$ cat src/rtl/evtcnt_pkg.sv
package evtcnt_pkg;
  localparam int CODE_W  = 6;
  localparam int CTL_W   = 16;
  localparam int NUM_SRC = 4;

  // control word bit positions
  localparam int BIT_EN  = 15;
  localparam int BIT_RUN = 14;
  localparam int BIT_CLR = 13;
  localparam int BIT_CKS = 8;

  localparam logic [CODE_W-1:0] CODE_ELAPSED = 6'h23;
  // index g selects evt_pulse[g]
  localparam logic [NUM_SRC-1:0][CODE_W-1:0] SRC_CODE = {6'h10, 6'h0A, 6'h08, 6'h06};

  typedef struct packed {
    logic              en;
    logic              run;
    logic              cks;
    logic [CODE_W-1:0] code;
  } ctl_t;

  function automatic logic [CTL_W-1:0] ctl_pack(ctl_t c);
    logic [CTL_W-1:0] w;
    w              = '0;
    w[BIT_EN]      = c.en;
    w[BIT_RUN]     = c.run;
    w[BIT_CKS]     = c.cks;
    w[CODE_W-1:0]  = c.code;
    return w;
  endfunction
endpackage

$ cat src/rtl/evtcnt_sel.sv
module evtcnt_sel
  import evtcnt_pkg::*;
(
  input  logic [CODE_W-1:0]  code,
  input  logic [NUM_SRC-1:0] pulse,
  output logic               hit
);
  logic [NUM_SRC-1:0] match;

  for (genvar g = 0; g < NUM_SRC; g++) begin : g_src
    assign match[g] = pulse[g] && (code == SRC_CODE[g]);
  end

  assign hit = (code == CODE_ELAPSED) || (|match);
endmodule

$ cat src/rtl/evtcnt_chan.sv
module evtcnt_chan
  import evtcnt_pkg::*;
#(
  parameter int CNT_W = 48
) (
  input  logic               clk,
  input  logic               rst_n,
  input  logic               wr_en,
  input  logic               wr_clr,
  input  logic [CTL_W-1:0]   wr_word,
  input  logic [NUM_SRC-1:0] evt_pulse,
  output logic [CTL_W-1:0]   ctl_word,
  output logic [CNT_W-1:0]   cnt
);
  ctl_t             ctl_q;
  logic [CNT_W-1:0] cnt_q;
  logic             hit;
  logic             unused_wr_bits;

  assign unused_wr_bits = ^{wr_word[12:9], wr_word[7:6]};

  evtcnt_sel u_sel (
    .code  (ctl_q.code),
    .pulse (evt_pulse),
    .hit   (hit)
  );

  always_ff @(posedge clk) begin
    if (!rst_n) begin
      ctl_q <= '0;
      cnt_q <= '0;
    end else begin
      if (wr_en) begin
        ctl_q.en   <= wr_word[BIT_EN];
        ctl_q.run  <= wr_word[BIT_RUN];
        ctl_q.cks  <= wr_word[BIT_CKS];
        ctl_q.code <= wr_word[CODE_W-1:0];
      end
      if (wr_clr) begin
        cnt_q <= '0;
      end else if (ctl_q.en && ctl_q.run && hit) begin
        cnt_q <= cnt_q + 1'b1;
      end
    end
  end

  assign ctl_word = ctl_pack(ctl_q);
  assign cnt      = cnt_q;
endmodule

$ cat src/rtl/evt_count_pair.sv
module evt_count_pair
  import evtcnt_pkg::*;
#(
  parameter int CNT_W   = 48,
  parameter int LO_W    = 32,
  parameter int DATA_W  = 32,
  parameter int ADDR_W  = 8,
  parameter int NUM_CH  = 2,
  parameter int CTL_OFS = 'h00,
  parameter int CNT_OFS = 'h10
) (
  input  logic               clk,
  input  logic               rst_n,
  input  logic [ADDR_W-1:0]  reg_addr,
  input  logic               reg_we,
  input  logic [DATA_W-1:0]  reg_wdata,
  output logic [DATA_W-1:0]  reg_rdata,
  input  logic [NUM_SRC-1:0] evt_pulse
);
  localparam int HI_W = CNT_W - LO_W;

  logic [NUM_CH-1:0]             ctl_we;
  logic [NUM_CH-1:0]             ctl_clr;
  logic [NUM_CH-1:0][CTL_W-1:0]  ctl_all;
  logic [NUM_CH-1:0][CNT_W-1:0]  cnt_all;
  logic                          unused_wdata;

  assign unused_wdata = ^reg_wdata[DATA_W-1:CTL_W];

  for (genvar g = 0; g < NUM_CH; g++) begin : g_ch
    localparam logic [ADDR_W-1:0] A_CTL = ADDR_W'(CTL_OFS + 4 * g);

    assign ctl_we[g]  = reg_we && (reg_addr == A_CTL);
    assign ctl_clr[g] = ctl_we[g] && reg_wdata[BIT_CLR];

    evtcnt_chan #(.CNT_W(CNT_W)) u_chan (
      .clk       (clk),
      .rst_n     (rst_n),
      .wr_en     (ctl_we[g]),
      .wr_clr    (ctl_clr[g]),
      .wr_word   (reg_wdata[CTL_W-1:0]),
      .evt_pulse (evt_pulse),
      .ctl_word  (ctl_all[g]),
      .cnt       (cnt_all[g])
    );
  end

  always_comb begin
    reg_rdata = '0;
    for (int c = 0; c < NUM_CH; c++) begin
      if (reg_addr == ADDR_W'(CTL_OFS + 4 * c))
        reg_rdata = DATA_W'(ctl_all[c]);
      if (reg_addr == ADDR_W'(CNT_OFS + 8 * c))
        reg_rdata = DATA_W'(cnt_all[c][CNT_W-1:LO_W]);
      if (reg_addr == ADDR_W'(CNT_OFS + 8 * c + 4))
        reg_rdata = DATA_W'(cnt_all[c][LO_W-1:0]);
    end
  end

  initial begin
    if (HI_W < 1 || HI_W > DATA_W || LO_W > DATA_W)
      $error("evt_count_pair: word split does not fit the bus");
  end
endmodule

$ cat config.mk
export PLATFORM = sky130hd
export DESIGN_NAME = evt_count_pair
export DESIGN_NICKNAME = d
export VERILOG_FILES = /design/src/rtl/evtcnt_pkg.sv /design/src/rtl/evtcnt_sel.sv /design/src/rtl/evtcnt_chan.sv /design/src/rtl/evt_count_pair.sv
export SDC_FILE = /design/constraint.sdc
export NUM_CORES = 1
export LEC_CHECK = 0
export ABC_AREA = 1
export BUFFER_PORTS_ARGS = -buffer_cell sky130_fd_sc_hd__buf_2
export CAP_MARGIN = 20
export CORE_ASPECT_RATIO = 2
export CORE_UTILIZATION = 55
export DETAILED_ROUTE_END_ITERATION = 8
export PLACE_DENSITY = 0.83
export SYNTH_ARGS = -nofsm -noshare
export SYNTH_HDL_FRONTEND = slang
export SYNTH_SLANG_ARGS = --single-unit
$ cat constraint.sdc
create_clock -name clk -period 1.71 [get_ports clk]
set_input_delay 0.2565 -clock clk [delete_from_list [all_inputs] [get_ports clk]]
set_output_delay 0.2565 -clock clk [all_outputs]
set_load 0.01 [all_outputs]
; ---- Yosys cells after proc, flatten, opt, wreduce, memory -nomap -nowiden
; Index checks and enable logic that the tools add are counted.
[totals]
latchBits = 0
memories = 0
mem_bits_rw = 0
word_cells = 57
register_bits = 114
rom_bits = 0
[op_classes]
magnitude_cmp = 0
bitwise_logic = 1
n_eq_ne = 15
shift = 0
n_mux = 6
n_mul = 0
reduce_logical = 23
div_mod_pow = 0
n_addsub = 2
[op_table]
columns = operator, count
row1 = 32-bit 2-to-1 mux, 5
row2 = "48-bit by 1-bit adder with 48-bit output, second input constant", 2
row3 = "8-bit by 5-bit == test with 1-bit output, second input constant", 4
row4 = "6-bit by 4-bit == test with 1-bit output, second input constant", 4
row5 = 1-bit logical AND, 16
row6 = 16-bit 2-to-1 mux, 1
row7 = "6-bit by 3-bit == test with 1-bit output, second input constant", 2
row8 = "6-bit by 5-bit == test with 1-bit output, second input constant", 2
row9 = "6-bit == test, second input constant", 2
row10 = "8-bit by 3-bit == test with 1-bit output, second input constant", 1
row11 = 8-bit zero test, 1
row12 = 4-bit OR reduction, 2
row13 = 2-bit OR reduction, 2
row14 = 1-bit logical OR, 2
row15 = 1-bit inverter, 1

; ---- Depth between registers and ports, before layout
; Gate-level depths: netlist (run 1).
[logic_depth]
ltp_word = 7
depth_mapped = 12
depth_no_buf = 10

; ---- Modules after synthesis
; A second synthesis (run 1) with hierarchy kept.
[unflattened]
cells_unflattened = 1274
hier_area_um2 = 7607.3
[modules_own_cells]
columns = mod, cells_each, instances, area_per_inst_um2
row1 = evtcnt_chan, 481, 2, 3106.7
row2 = evt_count_pair, 260, 1, 1163.6
row3 = evtcnt_sel, 26, 2, 115.1

; ---- Worst setup path after synthesis (run 1)
; OpenSTA, ideal clock, no wires.
[synth_timing]
path_type = input to output
startpoint = input reg_addr[7]
endpoint = output reg_rdata[9]
stages = 6
path_buffers = 1
slack_ns = 0.089
t_arrival_ns = 1.364
path_cell_list = nor2_1 nand3_1 nor2_2 clkbuf_1 nand2_1 a31oi_1
[synth_via]
elab_chain_cells = 6
[synth_lines]
columns = element, line
row1 = start: declaration, evt_count_pair.sv:14  ; input logic [ADDR_W-1:0] reg_addr,
row2 = 8-bit by 5-bit == test with 1-bit output, evt_count_pair.sv:53  ; if (reg_addr == ADDR_W'(CNT_OFS + 8 * c))
row3 = 32-bit 2-to-1 mux, evt_count_pair.sv:53
row4 = 32-bit 2-to-1 mux, evt_count_pair.sv:55  ; if (reg_addr == ADDR_W'(CNT_OFS + 8 * c + 4))
row5 = 32-bit 2-to-1 mux, evt_count_pair.sv:51  ; if (reg_addr == ADDR_W'(CTL_OFS + 4 * c))
row6 = 32-bit 2-to-1 mux, evt_count_pair.sv:53
row7 = 32-bit 2-to-1 mux *, evt_count_pair.sv:55
row8 = end: declaration, evt_count_pair.sv:17  ; output logic [DATA_W-1:0] reg_rdata,
; Mark *: on every way between the ends. The rest lies on a longest branch, timed or not.

; ---- Final worst setup path (run 1)
[layout_timing]
startpoint = input reg_addr[1]
endpoint = output reg_rdata[15]
[layout_via]
elab_chain_cells = 7
[layout_lines]
columns = element, line
row1 = 8-bit zero test, evt_count_pair.sv:51
row2 = 16-bit 2-to-1 mux, evt_count_pair.sv:51
row3 = 32-bit 2-to-1 mux, evt_count_pair.sv:53
row4 = 32-bit 2-to-1 mux, evt_count_pair.sv:55
row5 = 32-bit 2-to-1 mux, evt_count_pair.sv:51
row6 = 32-bit 2-to-1 mux, evt_count_pair.sv:53
row7 = 32-bit 2-to-1 mux *, evt_count_pair.sv:55
; Marked as above.

==> results of run 1 <==
-- cells in the mapped netlist --
master and count:
o21ai_0 28, o211ai_1 5, nand4_1 36, nand4_2 1
clkbuf_2 1, xor2_1 38, nand2_2 11, inv_2 7
nand3_2 2, ha_1 2, nand2_1 512, nand3_1 101
buf_2 17, buf_6 13, o21a_1 1, a21oi_1 96
o22ai_1 17, nor2_1 193, nor3_1 1, nor4_1 1
a22o_1 1, o21ai_2 2, xnor2_1 8, inv_1 96
a21oi_2 15, a22oi_1 3, nand2_4 1, a31oi_1 1
o21ai_1 2, buf_4 4, o21bai_1 1, nor2_2 13
clkbuf_1 12, dfxtp_1 114, nor2_4 10, a21oi_4 2
nand3b_1 1, o2111ai_1 2
-- kinds of logic (layout without fill, tap and decap cells) --
group | Yosys count | after routing
adder cells (fa/ha/maj) | 2 | 2
buffers and inverters | 150 | 319
XOR/XNOR | 46 | 46
flip-flops | 114 | 114
AO/OA/AOI/OAI | 176 | 176
AND/OR/NAND/NOR | 883 | 883
-- report_power, final --
group / internal, mW / switching, mW
Combinational: 0.0668 / 0.120
Clock: 2.54 / 1.33
Sequential: 2.65 / 0.00107
Total: 5.26 / 1.45
-- per-layer routing --
metal / GRT usage (%) / part of all wire [%]
met5: 0 / 0
met4: 41.3 / 12
met3: 10.2 / 6.6
met2: 75.8 / 50
met1: 39.5 / 32
-- cell usage in the layout (no fill, tap or decap), drive strengths merged, types with 32 or more instances in the layout --
cell | synthesis | layout
o21ai | 32 | 32
dfxtp | 114 | 114
buf | 34 | 183
nand3 | 103 | 103
nor2 | 216 | 216
nand2 | 524 | 524
inv | 103 | 103
nand4 | 37 | 37
a21oi | 113 | 113
xor2 | 38 | 38
-- registers in the layout, indices dropped and copies added, names as in the netlist --
signal / count
g_ch.u_chan.ctl_word: 18
g_ch.u_chan.cnt: 96
-- final cells by class --
| class | count | area [sq um] | area share (%) |
|---|---|---|---|
| Clock inverter | 9 | 154 | 1.45 |
| Timing Repair Buffer | 185 | 1450 | 13.7 |
| Tap cell | 192 | 240 | 2.27 |
| Inverter | 103 | 392 | 3.70 |
| Multi-Input combinational cell | 1107 | 5560 | 52.5 |
| Clock buffer | 22 | 474 | 4.48 |
| Sequential cell | 114 | 2320 | 21.9 |
-- worst min-delay path, stage by stage --
cell     delay [ns]
buf_2          0.10
o21ai_0        0.08
nor2_1         0.07
-- worst paths after layout --
kind | startpoint | end | slack (ns)
worst max-delay path | reg_addr[1] | reg_rdata[15] | -0.11
worst min register to register | g_ch[1].u_chan.cnt[47] | g_ch[1].u_chan.cnt[47] | 0.49
worst max register to register | g_ch[0].u_chan.cnt[7] | g_ch[0].u_chan.cnt[26] | 0.01
worst min-delay path | reg_wdata[2] | g_ch[0].u_chan.ctl_word[2] | 0.12
-- repair_timing --
action	4_1_cts	5_1_grt
gates cloned	0	2
endpoints found under the setup margin	34	105
pin swaps	14	26
gates resized for setup	60	104
setup buffers	3	4
endpoints found under the hold margin	0	0
==> flow_summary.yaml, run 1 <==
run_status:
  outcome: "finished, violations left"
  violations: "setup timing"
power:
  power_density_nw_per_um2: 634
  power_leakage_nw: 3.77
  p_total_mw: 6.71
  vdd_drop_max_mv: 0.655
clocking:
  clock_sinks: 114
  cts_tree: "yes"
  clkTransAtPathRegs_ns: 0.05
  cts_root_buffer: "clkbuf_16"
  cts_inserted_buffers: 17
  postCtsHoldBufs: 0
  clk_latency_ns: 0.43
  cts_max_level: 4
  clock_path_buffers: 2
timing:
  setup_viol: 20
  fin_crit_ns: 1.82
  fmax_mhz: 549
  slew-limit-headroom_pct: 73.3
  worst_hold_slack_ns: 0.125
  rsz0062_at_grt: "true"
  setup_slack_ns: -0.110
  tns_ns: -0.882
  hold_viol_final: 0
  drv_slew: 0
  tightest_slew_ns: 0.401
  finClkSkew_ns: 0.0108
  finalCritPeriodShare_pct: 106
synth:
  synthAdderAreaFrac_pct: 0.308
  synth_top_family_by_area: "simple AND/OR/NAND/NOR gates"
  ys_seq_elements: 114
  muxShareOfSynthArea_pct: 0
  synth-simple-area-share_pct: 45.5
  ys_seq_area_share_pct: 28.0
  syn-cell-area_sq_um: 8140
  synth_compound_gate_area_share_pct: 12.6
  avgSynthCellArea_sq_um: 5.93
  synth.distinct_cells: 38
  synth_largest_area_cell: "dfxtp_1"
  synth_area_leaders: "dfxtp_1 (28%), nand2_1 (24%), nor2_1 (8.9%), nand3_1 (6.2%), a21oi_1 (5.9%)"
  syn-num-nets: 1420
  synthCells: 1371
  yosysWarnings: 0
  synthXorXnorAreaFrac_pct: 4.95
  netlist.area_leader.share_pct: 28.0
setup_path:
  cp.depth: 11
  critPathMaxStageDelay_ns: 0.17
  critPathBufInv: 4
  required_ns: 1.45
  cp.arrival_ns: 1.56
  cp-start-kind: "primary input"
  crit_type: "primary input to output port"
  critPathSlowestCell: "nor2_4"
  reg2regPathDepth: 10
  cp_top_family: "simple AND/OR/NAND/NOR gates"
  path_cells: "buf_8, nor2_4, nand3_2, buf_6, nor2_4, buf_6, nand2_4, o211ai_1, o21ai_1, nand2_1, buf_2"
  worstPathMaxFanout: 5
  end_kind: "output port"
cells_and_area:
  num-fill-cells: 1245
  fin_nets: 1577
  drive_above_1_share_pct: 25.6
  finalNonFillerCells: 1732
  final_area_sq_um: 10600
  antenna_cells: 0
  area_growth_pct: 30.1
  fin_util_pct: 73.4
routing:
  finalWirelength_microns: 33200
  ant_nets: 0
  drc_errors: 0
  via_per_inst: 5.78
  routedWlPerCell_microns: 19.2
  drt_iter0_markers: 613
  vias: 10018
  drt_pass1_iterations: 6
worst_hold_path:
  hold_path.class: "primary input to flop"
  min_path_cells: 3
floorplan:
  die_w_microns: 88.0
  core_area_sq_um: 14400
  ioPinCount: 79
  rows: 62
  start_util_pct: 56.4
  dieHeight_microns: 174
  fp.dieArea_sq_um: 15300
placement:
  post-place-ws_ns: -0.296
  post-dp-hpwl_microns: 24600
  dp_cells: 1693
  place_congestion: 0.981
  placement.io_buffers: 56
  dpl_cell_area_sq_um: 9380
global_routing:
  grt_start_max_net_pins: 49
  grt_use_total_pct: 43.5
  grt_overflow: 0
  antenna_found_initial: 0
  grt_pass1_vias: 9563
  grt_pass1_wl_microns: 49200
run:
  maxCapViolCount: 0
Note: power is estimated with default switching activity, not from simulation.
==> inputs of run 2 (changes only) <==
Settings changed: SKIP_CTS_REPAIR_TIMING from default to 1.
==> flow_summary.yaml, run 2 (synthesized netlist as in run 1, its figures left out) <==
placement:
  placement.io_buffers: 56
  post-dp-hpwl_microns: 24600
  place_congestion: 0.981
  dp_cells: 1693
clocking:
  clkTransAtPathRegs_ns: 0.06
  clock_sinks: 114
  cts_root_buffer: "clkbuf_16"
  cts_max_level: 4
  clock_path_buffers: 2
  cts_inserted_buffers: 17
  cts_tree: "yes"
  clk_latency_ns: 0.43
cells_and_area:
  fin_util_pct: 72.2
  drive_above_1_share_pct: 23.6
  fin_nets: 1573
  num-fill-cells: 1261
  final_common_cell: "nand2_1"
  layout_common_cells: "nand2_1 (498), nor2_1 (166), buf_4 (108), nand3_1 (97), a21oi_1 (92)"
  area_growth_pct: 28.1
  finalNonFillerCells: 1728
  antenna_cells: 0
  largest_reg_flops: 96
setup_path:
  cp_top_family: "buffers and inverters"
  crit_start: "reg_addr[7]"
  cp-start-kind: "primary input"
  reg2reg_from: "g_ch[1].u_chan.cnt[11]"
  crit_end: "reg_rdata[20]"
  required_ns: 1.45
  cp.arrival_ns: 1.58
  cp.depth: 8
  timing.rr.end: "g_ch[1].u_chan.cnt[26]"
  crit_type: "primary input to output port"
  critPathMaxStageDelay_ns: 0.29
  worstPathMaxFanout: 10
  end_kind: "output port"
  reg2regPathDepth: 9
  crit_top_cell: "buf_2"
  path_cells: "buf_2, nor2_4, nand3_4, inv_1, nand4_2, buf_6, o22ai_1, buf_2"
  critPathSlowestCell: "o22ai_1"
  rrSetupSlack_ns: 0.01
  critPathBufInv: 4
routing:
  via_per_inst: 5.75
  routedWlPerCell_microns: 19.1
  drt_iter0_markers: 722
  drt_pass1_iterations: 5
  finalWirelength_microns: 33000
  ant_nets: 0
  vias: 9942
  drc_errors: 0
run_status:
  outcome: "finished, violations left"
  violations: "setup timing"
floorplan:
  die_w_microns: 88.0
  ioPinCount: 79
  fp.dieArea_sq_um: 15300
  dieHeight_microns: 174
  rows: 62
  core_area_sq_um: 14400
  start_util_pct: 56.4
power:
  p_total_mw: 6.73
  power_density_nw_per_um2: 646
  power_leakage_nw: 3.71
  vdd_drop_max_mv: 0.660
run:
  maxCapViolCount: 0
global_routing:
  grt_pass1_vias: 9375
  grt_overflow: 0
  grt_pass1_wl_microns: 48800
  grt_start_max_net_pins: 49
  antenna_found_initial: 0
  grt_use_total_pct: 43.4
worst_hold_path:
  hold_path.class: "primary input to flop"
timing:
  finalCritPeriodShare_pct: 108
  hold_viol_final: 0
  tightest_slew_ns: 0.455
  slew-limit-headroom_pct: 69.6
  setup_viol: 30
  finClkSkew_ns: 0.0100
  setup_slack_ns: -0.129
  rsz0062_at_grt: "true"
  fin_crit_ns: 1.84
  tns_ns: -1.39
  fmax_mhz: 544
  drv_slew: 0
## run 2: worst min-delay path: cells and delay by family
kind                   cells  cell delay, ns
buffers and inverters      1            0.09
AOI/OAI and AO/OA          1            0.08
and+or+nand+nor            1            0.08
## run 2: final cells by class
class                   instances  area (sq um)  share of cell area (%)
multi-input cells            1107          5440                    52.2
flip-flops and latches        114          2310                    22.2
repair buffers                181          1410                    13.5
clock buffers                  22           474                    4.55
inverters                     103           392                    3.76
well taps                     192           240                    2.31
clock inverters                 9           154                    1.48
## run 2: how the worst min path moves through the flow
stage / start / slack (ns) / endpoint / cells past startpoint
2_1_floorplan: reg_wdata[0] / 0.42 / g_ch[0].u_chan.ctl_word[0] / 2
3_3_place_gp: g_ch[1].u_chan.cnt[47] / 0.47 / g_ch[1].u_chan.cnt[47] / 2
3_5_place_dp: g_ch[0].u_chan.cnt[10] / 0.47 / g_ch[0].u_chan.cnt[10] / 2
4_1_cts: reg_wdata[14] / 0.12 / g_ch[0].u_chan.ctl_word[14] / 3
5_1_grt: reg_wdata[5] / 0.16 / g_ch[0].u_chan.ctl_word[5] / 3
6_report: reg_wdata[14] / 0.12 / g_ch[0].u_chan.ctl_word[14] / 3
## run 2: metal layers
metal  wire length, microns  up-vias  part of all wire, %  track usage, %
met5                      0        -                    0               0
met4                   3780        0                   11            38.6
met3                   2270      210                  6.9            9.78
met2                  16500      466                   50            76.0
met1                  10500     4552                   32            40.2
li1                       -     4714                    -               -
## run 2: power breakdown
part           switching, mW  total, mW  internal, mW
Combinational          0.119      0.185        0.0664
Sequential           0.00103       2.66          2.66
Clock                   1.34       3.89          2.54
Total                   1.46       6.73          5.27
## run 2: per-stage QoR
stage	setup slack (ns)	area [sq um]	hold slack [ns]
after floorplan	0.0894	8140	0.423
after global routing	-0.168	10400	0.155
after CTS	-0.299	10000	0.118
after global placement	-0.254	9380	0.465
final	-0.129	10400	0.121
after detailed placement	-0.296	9380	0.473
